### src/rtl/wkt_pkg.sv
package wkt_pkg;
  localparam int unsigned BYTE_W     = 8;
  localparam int unsigned REG_ADDR_W = 3;

  localparam logic [REG_ADDR_W-1:0] A_CTRL = 3'd0;
  localparam logic [REG_ADDR_W-1:0] A_STAT = 3'd1;
  localparam logic [REG_ADDR_W-1:0] A_RLO  = 3'd2;
  localparam logic [REG_ADDR_W-1:0] A_RHI  = 3'd3;
  localparam logic [REG_ADDR_W-1:0] A_CLO  = 3'd4;
  localparam logic [REG_ADDR_W-1:0] A_CHI  = 3'd5;

  typedef struct packed {
    logic wake_en;
    logic irq_en;
    logic src_osc;
    logic run;
  } ctrl_t;

  localparam int unsigned CTRL_W = $bits(ctrl_t);
endpackage

### src/rtl/wkt_tick_sel.sv
module wkt_tick_sel (
  input  logic run,
  input  logic src_osc,
  input  logic osc_tick,
  output logic tick
);
  always_comb begin
    if (!run)         tick = 1'b0;
    else if (src_osc) tick = osc_tick;
    else              tick = 1'b1;
  end
endmodule

### src/rtl/wkt_prescaler.sv
module wkt_prescaler #(
  parameter int unsigned PRESC_W = 7
) (
  input  logic clk,
  input  logic rst_n,
  input  logic clear,
  input  logic tick,
  output logic step
);
  logic [PRESC_W-1:0] presc_q;

  assign step = tick && (presc_q == '0);

  always_ff @(posedge clk or negedge rst_n) begin
    if (!rst_n)     presc_q <= '1;
    else if (clear) presc_q <= '1;
    else if (tick)  presc_q <= presc_q - 1'b1;
  end
endmodule

### src/rtl/wkt_counter.sv
module wkt_counter #(
  parameter int unsigned CNT_W = 16
) (
  input  logic             clk,
  input  logic             rst_n,
  input  logic             preload,
  input  logic [CNT_W-1:0] preload_val,
  input  logic             step,
  input  logic [CNT_W-1:0] reload,
  output logic [CNT_W-1:0] count,
  output logic             wrap
);
  logic [CNT_W-1:0] cnt_q;

  assign count = cnt_q;
  assign wrap  = step && (cnt_q == '0);

  always_ff @(posedge clk or negedge rst_n) begin
    if (!rst_n)       cnt_q <= '0;
    else if (preload) cnt_q <= preload_val;
    else if (wrap)    cnt_q <= reload;
    else if (step)    cnt_q <= cnt_q - 1'b1;
  end
endmodule

### src/rtl/wkt_regs.sv
module wkt_regs
  import wkt_pkg::*;
#(
  parameter int unsigned CNT_W = 16
) (
  input  logic                  clk,
  input  logic                  rst_n,
  input  logic                  bus_wr,
  input  logic                  bus_rd,
  input  logic [REG_ADDR_W-1:0] bus_addr,
  input  logic [BYTE_W-1:0]     bus_wdata,
  output logic [BYTE_W-1:0]     bus_rdata,
  input  logic [CNT_W-1:0]      count,
  input  logic                  wrap,
  output ctrl_t                 ctrl,
  output logic [CNT_W-1:0]      reload,
  output logic                  preload,
  output logic [CNT_W-1:0]      preload_val,
  output logic                  flag,
  output logic                  flag_clr,
  output logic                  lat_en,
  output logic [CNT_W-BYTE_W-1:0] hi_latch
);
  localparam int unsigned HI_W = CNT_W - BYTE_W;

  ctrl_t            ctrl_q;
  logic [CNT_W-1:0] reload_q, reload_nxt;
  logic             flag_q;
  logic [HI_W-1:0]  hi_q;
  logic             wr_ctrl, wr_stat, wr_rlo, wr_rhi;

  assign wr_ctrl = bus_wr && (bus_addr == A_CTRL);
  assign wr_stat = bus_wr && (bus_addr == A_STAT);
  assign wr_rlo  = bus_wr && (bus_addr == A_RLO);
  assign wr_rhi  = bus_wr && (bus_addr == A_RHI);
  assign lat_en  = bus_rd && (bus_addr == A_CLO);

  always_comb begin
    reload_nxt = reload_q;
    if (wr_rlo) reload_nxt[BYTE_W-1:0]     = bus_wdata;
    if (wr_rhi) reload_nxt[CNT_W-1:BYTE_W] = bus_wdata[HI_W-1:0];
  end

  assign preload     = (wr_rlo || wr_rhi) && !ctrl_q.run;
  assign preload_val = reload_nxt;
  assign flag_clr    = wr_stat && bus_wdata[0];

  always_ff @(posedge clk or negedge rst_n) begin
    if (!rst_n) begin
      ctrl_q   <= '0;
      reload_q <= '0;
      flag_q   <= 1'b0;
      hi_q     <= '0;
    end else begin
      if (wr_ctrl) ctrl_q <= ctrl_t'(bus_wdata[CTRL_W-1:0]);
      reload_q <= reload_nxt;
      if (wrap)          flag_q <= 1'b1;
      else if (flag_clr) flag_q <= 1'b0;
      if (lat_en) hi_q <= count[CNT_W-1:BYTE_W];
    end
  end

  always_comb begin
    bus_rdata = '0;
    case (bus_addr)
      A_CTRL: bus_rdata[CTRL_W-1:0] = ctrl_q;
      A_STAT: bus_rdata[0]          = flag_q;
      A_RLO:  bus_rdata             = reload_q[BYTE_W-1:0];
      A_RHI:  bus_rdata[HI_W-1:0]   = reload_q[CNT_W-1:BYTE_W];
      A_CLO:  bus_rdata             = count[BYTE_W-1:0];
      A_CHI:  bus_rdata[HI_W-1:0]   = hi_q;
      default: bus_rdata = '0;
    endcase
  end

  assign ctrl     = ctrl_q;
  assign reload   = reload_q;
  assign flag     = flag_q;
  assign hi_latch = hi_q;
endmodule

### src/rtl/wake_timer.sv
module wake_timer
  import wkt_pkg::*;
#(
  parameter int unsigned PRESC_W = 7,
  parameter int unsigned CNT_W   = 16
) (
  input  logic                  clk,
  input  logic                  por_rst_n,
  input  logic                  wdt_rst_n,
  input  logic                  osc_tick,
  input  logic                  bus_wr,
  input  logic                  bus_rd,
  input  logic [REG_ADDR_W-1:0] bus_addr,
  input  logic [BYTE_W-1:0]     bus_wdata,
  output logic [BYTE_W-1:0]     bus_rdata,
  output logic                  irq,
  output logic                  wake
);
  localparam int unsigned HI_W = CNT_W - BYTE_W;

  logic             timer_rst_n;
  ctrl_t            ctrl;
  logic             run_en, tick, step, preload, wrap, flag, flag_clr, lat_en;
  logic [CNT_W-1:0] count, reload, preload_val;
  logic [HI_W-1:0]  hi_latch;

  // Only the two timer-domain reset classes reach this block.
  assign timer_rst_n = por_rst_n & wdt_rst_n;
  assign run_en      = ctrl.run;

  wkt_tick_sel u_tick (
    .run      (run_en),
    .src_osc  (ctrl.src_osc),
    .osc_tick (osc_tick),
    .tick     (tick)
  );

  wkt_prescaler #(.PRESC_W(PRESC_W)) u_presc (
    .clk   (clk),
    .rst_n (timer_rst_n),
    .clear (preload),
    .tick  (tick),
    .step  (step)
  );

  wkt_counter #(.CNT_W(CNT_W)) u_cnt (
    .clk         (clk),
    .rst_n       (timer_rst_n),
    .preload     (preload),
    .preload_val (preload_val),
    .step        (step),
    .reload      (reload),
    .count       (count),
    .wrap        (wrap)
  );

  wkt_regs #(.CNT_W(CNT_W)) u_regs (
    .clk         (clk),
    .rst_n       (timer_rst_n),
    .bus_wr      (bus_wr),
    .bus_rd      (bus_rd),
    .bus_addr    (bus_addr),
    .bus_wdata   (bus_wdata),
    .bus_rdata   (bus_rdata),
    .count       (count),
    .wrap        (wrap),
    .ctrl        (ctrl),
    .reload      (reload),
    .preload     (preload),
    .preload_val (preload_val),
    .flag        (flag),
    .flag_clr    (flag_clr),
    .lat_en      (lat_en),
    .hi_latch    (hi_latch)
  );

  assign irq  = flag && ctrl.irq_en;
  assign wake = flag && ctrl.wake_en;
endmodule

### config.mk
export PLATFORM = sky130hd
export DESIGN_NAME = wake_timer
export DESIGN_NICKNAME = d
export VERILOG_FILES = /design/src/rtl/wkt_pkg.sv /design/src/rtl/wkt_tick_sel.sv /design/src/rtl/wkt_prescaler.sv /design/src/rtl/wkt_counter.sv /design/src/rtl/wkt_regs.sv /design/src/rtl/wake_timer.sv
export SDC_FILE = /design/constraint.sdc
export NUM_CORES = 1
export LEC_CHECK = 0
export ABC_AREA = 1
export BUFFER_PORTS_ARGS = -buffer_cell sky130_fd_sc_hd__buf_4
export CORE_MARGIN = 4
export CORE_UTILIZATION = 55
export DETAILED_ROUTE_END_ITERATION = 8
export PLACE_DENSITY = 0.74
export SYNTH_ARGS = -nofsm -noshare
export SYNTH_HDL_FRONTEND = slang
export SYNTH_SLANG_ARGS = --single-unit
### constraint.sdc
create_clock -name clk -period 3 [get_ports clk]
set_clock_uncertainty 0.05 [all_clocks]
set_input_delay 0.75 -clock clk [delete_from_list [all_inputs] [get_ports clk]]
set_output_delay 0.75 -clock clk [all_outputs]
set_load 0.01 [all_outputs]
* Word-level counts from Yosys, hierarchy flattened *
Cells that the tools add are included.

operators by class
  add/sub/neg operators = 2
  equality and inequality tests = 5
  muxes and demuxes = 14
  bitwise gates (word level) = 1
  reductions and logical operators = 19

operators with widths
  kind                   count
  $mux 16                3
  $logic_not 16->1       1
  $mux 8                 2
  $pmux 4 s4             1
  $sub 16x1->16 const B  1
  $pmux 3 s5             1
  $mux 7                 2
  $logic_and 1x1->1      11
  $logic_not 7->1        1
  $sub 7x1->7 const B    1
  $eq 3x2->1 const B     2
  $eq 3x3->1 const B     2
  $pmux 1 s6             1
  $mux 1                 4
  $reduce_bool 2->1      2
  $eq 3x1->1 const B     1
  $logic_not 3->1        1
  $reduce_bool 3->1      1
  $and 1x1->1            1
  $logic_not 1->1        1
  $logic_or 1x1->1       1

word-level totals
  flip-flop bits (word level) = 52
  input port bits = 17
  output and inout bits = 10
  word-level logic and storage cells = 50

* Depth between registers and ports, before layout *
  depth after elaboration = 6
  depth in mapped cells = 11
  depth with buffers taken out = 10

* Hierarchy *
A second synthesis with hierarchy kept.

unflattened totals
  cells, all modules = 494
  area total of the unflattened synthesis = 3,587.2 sq um

modules (own cells, without submodules)
  module         times used  cells each  area an instance (sq um)  seq. area each (sq um)
  wkt_regs       1           202         1,606.5                   725.7
  wkt_counter    1           232         1,537.7                   400.4
  wkt_prescaler  1           51          404.1                     183.9
  wake_timer     1           6           22.5                      0.0
  wkt_tick_sel   1           3           16.3                      0.0

* Worst setup path before layout *
No wires, ideal clock.

  path kind = input port to output port
  from = input port bus_addr[2]
  to = output port bus_rdata[1]
  data arrival time = 1,512 ps
  required time = 2,200 ps
  slack = 688 ps
  stages = 6
  buffers on the path = 0
  cell sequence = inv_2 -> nor3_2 -> nand2_1 -> o21ai_0 -> inv_1 -> a31oi_1

on the way
  word-level cells in the longest chain between the ends = 2
  elaborated cells on any way between the ends = 6
  those cells by class = eq/ne: 4; mux: 1; reduce/logical: 1

RTL lines
  what                                      line              source
  from (decl)                               wake_timer.sv:13  input logic [REG_ADDR_W-1:0] bus_addr,
  $eq 3x3->1, or another cell as far along  wkt_regs.sv:65    case (bus_addr)
  $pmux 3 s5 (*)                            wkt_regs.sv:65
  to (decl)                                 wake_timer.sv:15  output logic [BYTE_W-1:0] bus_rdata,

Every way passes the cells marked *; elsewhere a longest branch is shown, timed or not.

* Final worst setup path *
  from = input port bus_addr[2]
  to = output port bus_rdata[4]

on the way
  word-level cells in the longest chain between the ends = 2
  elaborated cells on any way between the ends = 5
  those cells by class = eq/ne: 4; mux: 1

RTL lines
  what                                      line
  $eq 3x3->1 or $eq 3x2->1 (tied branches)  wkt_regs.sv:65
  $pmux 4 s4 (*)                            wkt_regs.sv:65

Marks and branches as above.

==> impl_metrics.ini <==
[final_layout]
area_delta_synth_final_pct = 11.1
fin_nets = 523
multi_input_area_um2 = 1530
fin_cells = 575
diodes = 0
regArea_um2 = 1310
n_fill_cell = 529
drive_gt1_share_pct = 12.9

[pwr]
p_leak_nw = 1.87
irDropWorstVdd_mv = 0.442
powerDensity_nw_per_um2 = 644

[floorplanning]
initial_utilization_pct = 57.5
fp.dieArea_um2 = 7150
fp-row-count = 27
core_area_um2 = 5610
die-width_um = 84.6
io_pins = 27
die_h_um = 84.6

[clock_network]
cts_resized = 0
clk_latency_ns = 0.33
cts_tree = done
cts_sinks = 52
htreeDepth = 2
clkSlewWorstSetupHoldPaths_ns = 0.10
cts_hold_buf = 0
cts_buffers = 5
clock-root-buffer = clkbuf_8
cts.path.max_buffers = 2
post_cts_buffers = 0

[detailed_routing]
vias_per_cell = 5.37
ant_nets = 0
num_vias = 3086
drt-pass1-iter-count = 5
wl_um = 8530
drt_iter0_drc = 215
drc = 0
wire_per_inst_um = 14.8

[global_route]
grtUsageMet2_pct = 40.2
antenna_found_initial = 0
grt_max_degree = 35
grt_pass1_vias = 2981
grt_pass1_wl_um = 14000
overflow = 0
grt_util_met1_pct = 32.8
track_usage_pct = 24.6
use_met3_pct = 5.00
top_usage_layer = met2

[critical_path]
start_kind = input port
cp-end-kind = output pin
crit_required_ns = 2.20
cp_slowest_cell = inv_1
arrival_ns = 1.88
critical_path.max_fanout = 6
worst-setup-path-type = in -> out
crit_chain = buf_4 -> nor2_1 -> nand2_1 -> inv_1 -> nand2_1 -> a41oi_1 -> buf_4
slowest_delay_ns = 0.22

[timing]
max_slew_margin_pct = 51.2
setup_viol = 0
worst_slew_pin_slew_ns = 0.732
finalSetupTns_ns = 0
period_minus_slack_ns = 2.68
fmax_ghz = 0.373
finalMaxSlewViolations = 0
final.period_utilization_pct = 89.3
layout_setup_ws_ns = 0.322
finalHoldViolCount = 0
rsz0062_at_grt = no

[synthesis]
synthesis.nets = 493
synthArstFlopShare_pct = 100
synth-seq-cells = 52
seq_area_frac_synth_pct = 40.6
yosysTopAreaCellShare_pct = 34.9
synth_warnings = 0
synthCells = 472
synthFlopType = dfrtp_1
synth_area_um2 = 3220
synth_cell_types = 34
synth_area_per_cell_um2 = 6.83
synth_area_leaders = dfrtp_1, nand2_1, inv_1
synth_edf_count = 0
synth_area_leader_cell = dfrtp_1

[placed_design]
pre_cts_ws_ns = 0.341
place.gp.congestion = 0.946
io_buffer_count = 26
dp_cells = 567
dp_hpwl_um = 6520

[run_status]
status = completed

[job]
maxCapViolCount = 0

[min_path]
hold_class = in -> async
## cell usage in the layout, fill, tap and decap left out, types with 2 or more instances in the layout
cell	instances
nand4_1	3
dfrtp_1	45
nor2_4	2
o21ai_2	2
a41oi_1	4
o21ai_0	22
clkbuf_8	5
buf_4	31
inv_1	77
a31oi_1	3
clkinv_1	2
dfstp_2	7
nor3_1	2
nand2_1	166
xor2_1	5
nand2_2	2
nand3_1	37
a22oi_1	3
inv_6	2
xnor2_1	2
ha_1	4
a21oi_1	8
nor2_2	4
inv_2	6
nor2_1	32
o21ai_1	19
## critical path: cells and delay by family
family	cells	cell delay [ns]
buffers and inverters	3	0.51
AND/OR/NAND/NOR	3	0.39
AO/OA/AOI/OAI	1	0.22
## cells in the mapped netlist, types with 4 or more instances
cell type,number
inv_1,78
ha_1,4
nand3_1,37
a41oi_1,4
nor2_1,32
inv_2,5
xor2_1,5
o21ai_0,22
dfstp_2,7
dfrtp_1,45
nand2_1,166
nor2_2,4
a21oi_1,8
o21ai_1,19
## path summary, 6_finish.rpt
path                                           startpoint                        endpoint  slack [ns]  depth (start not counted)
max                                           bus_addr[2]                    bus_rdata[4]        0.32                          7
min                                             wdt_rst_n      u_regs.ctrl[3]$_DFFE_PN0P_        0.36                          3
max reg2reg                    u_cnt.count[0]$_DFFE_PN0P_      u_cnt.count[7]$_DFFE_PN0P_        0.75                          9
min reg2reg                u_presc.presc_q[5]$_DFFE_PN1P_  u_presc.presc_q[5]$_DFFE_PN1P_        0.45                          2
max in group asynchronous                       por_rst_n  u_presc.presc_q[6]$_DFFE_PN1P_        1.73                          4
min in group clk           u_presc.presc_q[5]$_DFFE_PN1P_  u_presc.presc_q[5]$_DFFE_PN1P_        0.45                          2
## where the power goes
part	switching [mW]	leakage [nW]	internal (mW)	total, mW
registers	0.186	0.648	0.897	1.08
logic	0.490	1.18	0.288	0.778
clock network	0.273	0.0491	0.172	0.445
total	0.949	1.87	1.36	2.31
## logic make-up after synthesis
group	after synthesis	share of synthesized area, %
AND/OR/NAND/NOR	252	32.8
buffers and inverters	93	11.8
AO/OA/AOI/OAI	63	11.0
flip-flops	52	40.6
XOR/XNOR	7	1.90
adder cells (fa/ha/maj)	4	1.55
multiplexers	1	0.349
## routing by layer
layer,vias up,share of wire (%)
met5,-,0
met4,0,2.2
met3,18,5.8
met2,91,46
met1,1447,46
li1,1530,-
## stage by stage
| stage | hold WS, ns | total power, mW | utilization (%) | instance area, um^2 |
|---|---|---|---|---|
| after floorplan | 0.403 | 1.62 | - | 3220 |
| after global placement | 0.419 | 1.83 | 62.2 | 3490 |
| after detailed placement | 0.426 | 1.85 | 62.2 | 3490 |
| after CTS | 0.376 | 2.30 | 63.9 | 3580 |
| after global routing | 0.404 | 2.47 | 63.9 | 3580 |
| final | 0.361 | 2.31 | 63.9 | 3580 |
## state kept, by name, summed over array words and instances (netlist names)
signal,cells
u_regs.reload,16
u_regs.ctrl,4
u_presc.presc_q,7
u_regs.flag,1
u_cnt.count,16
u_regs.hi_latch,8
## cell type report
| type | instances | share of cell area (%) |
|---|---|---|
| Multi-Input combinational cell | 327 | 42.8 |
| Tap cell | 72 | 2.52 |
| Clock inverter | 3 | 0.734 |
| Timing Repair Buffer | 31 | 6.50 |
| Sequential cell | 52 | 36.6 |
| Clock buffer | 5 | 1.92 |
| Inverter | 85 | 8.91 |
(Power assumes the default switching activity.)
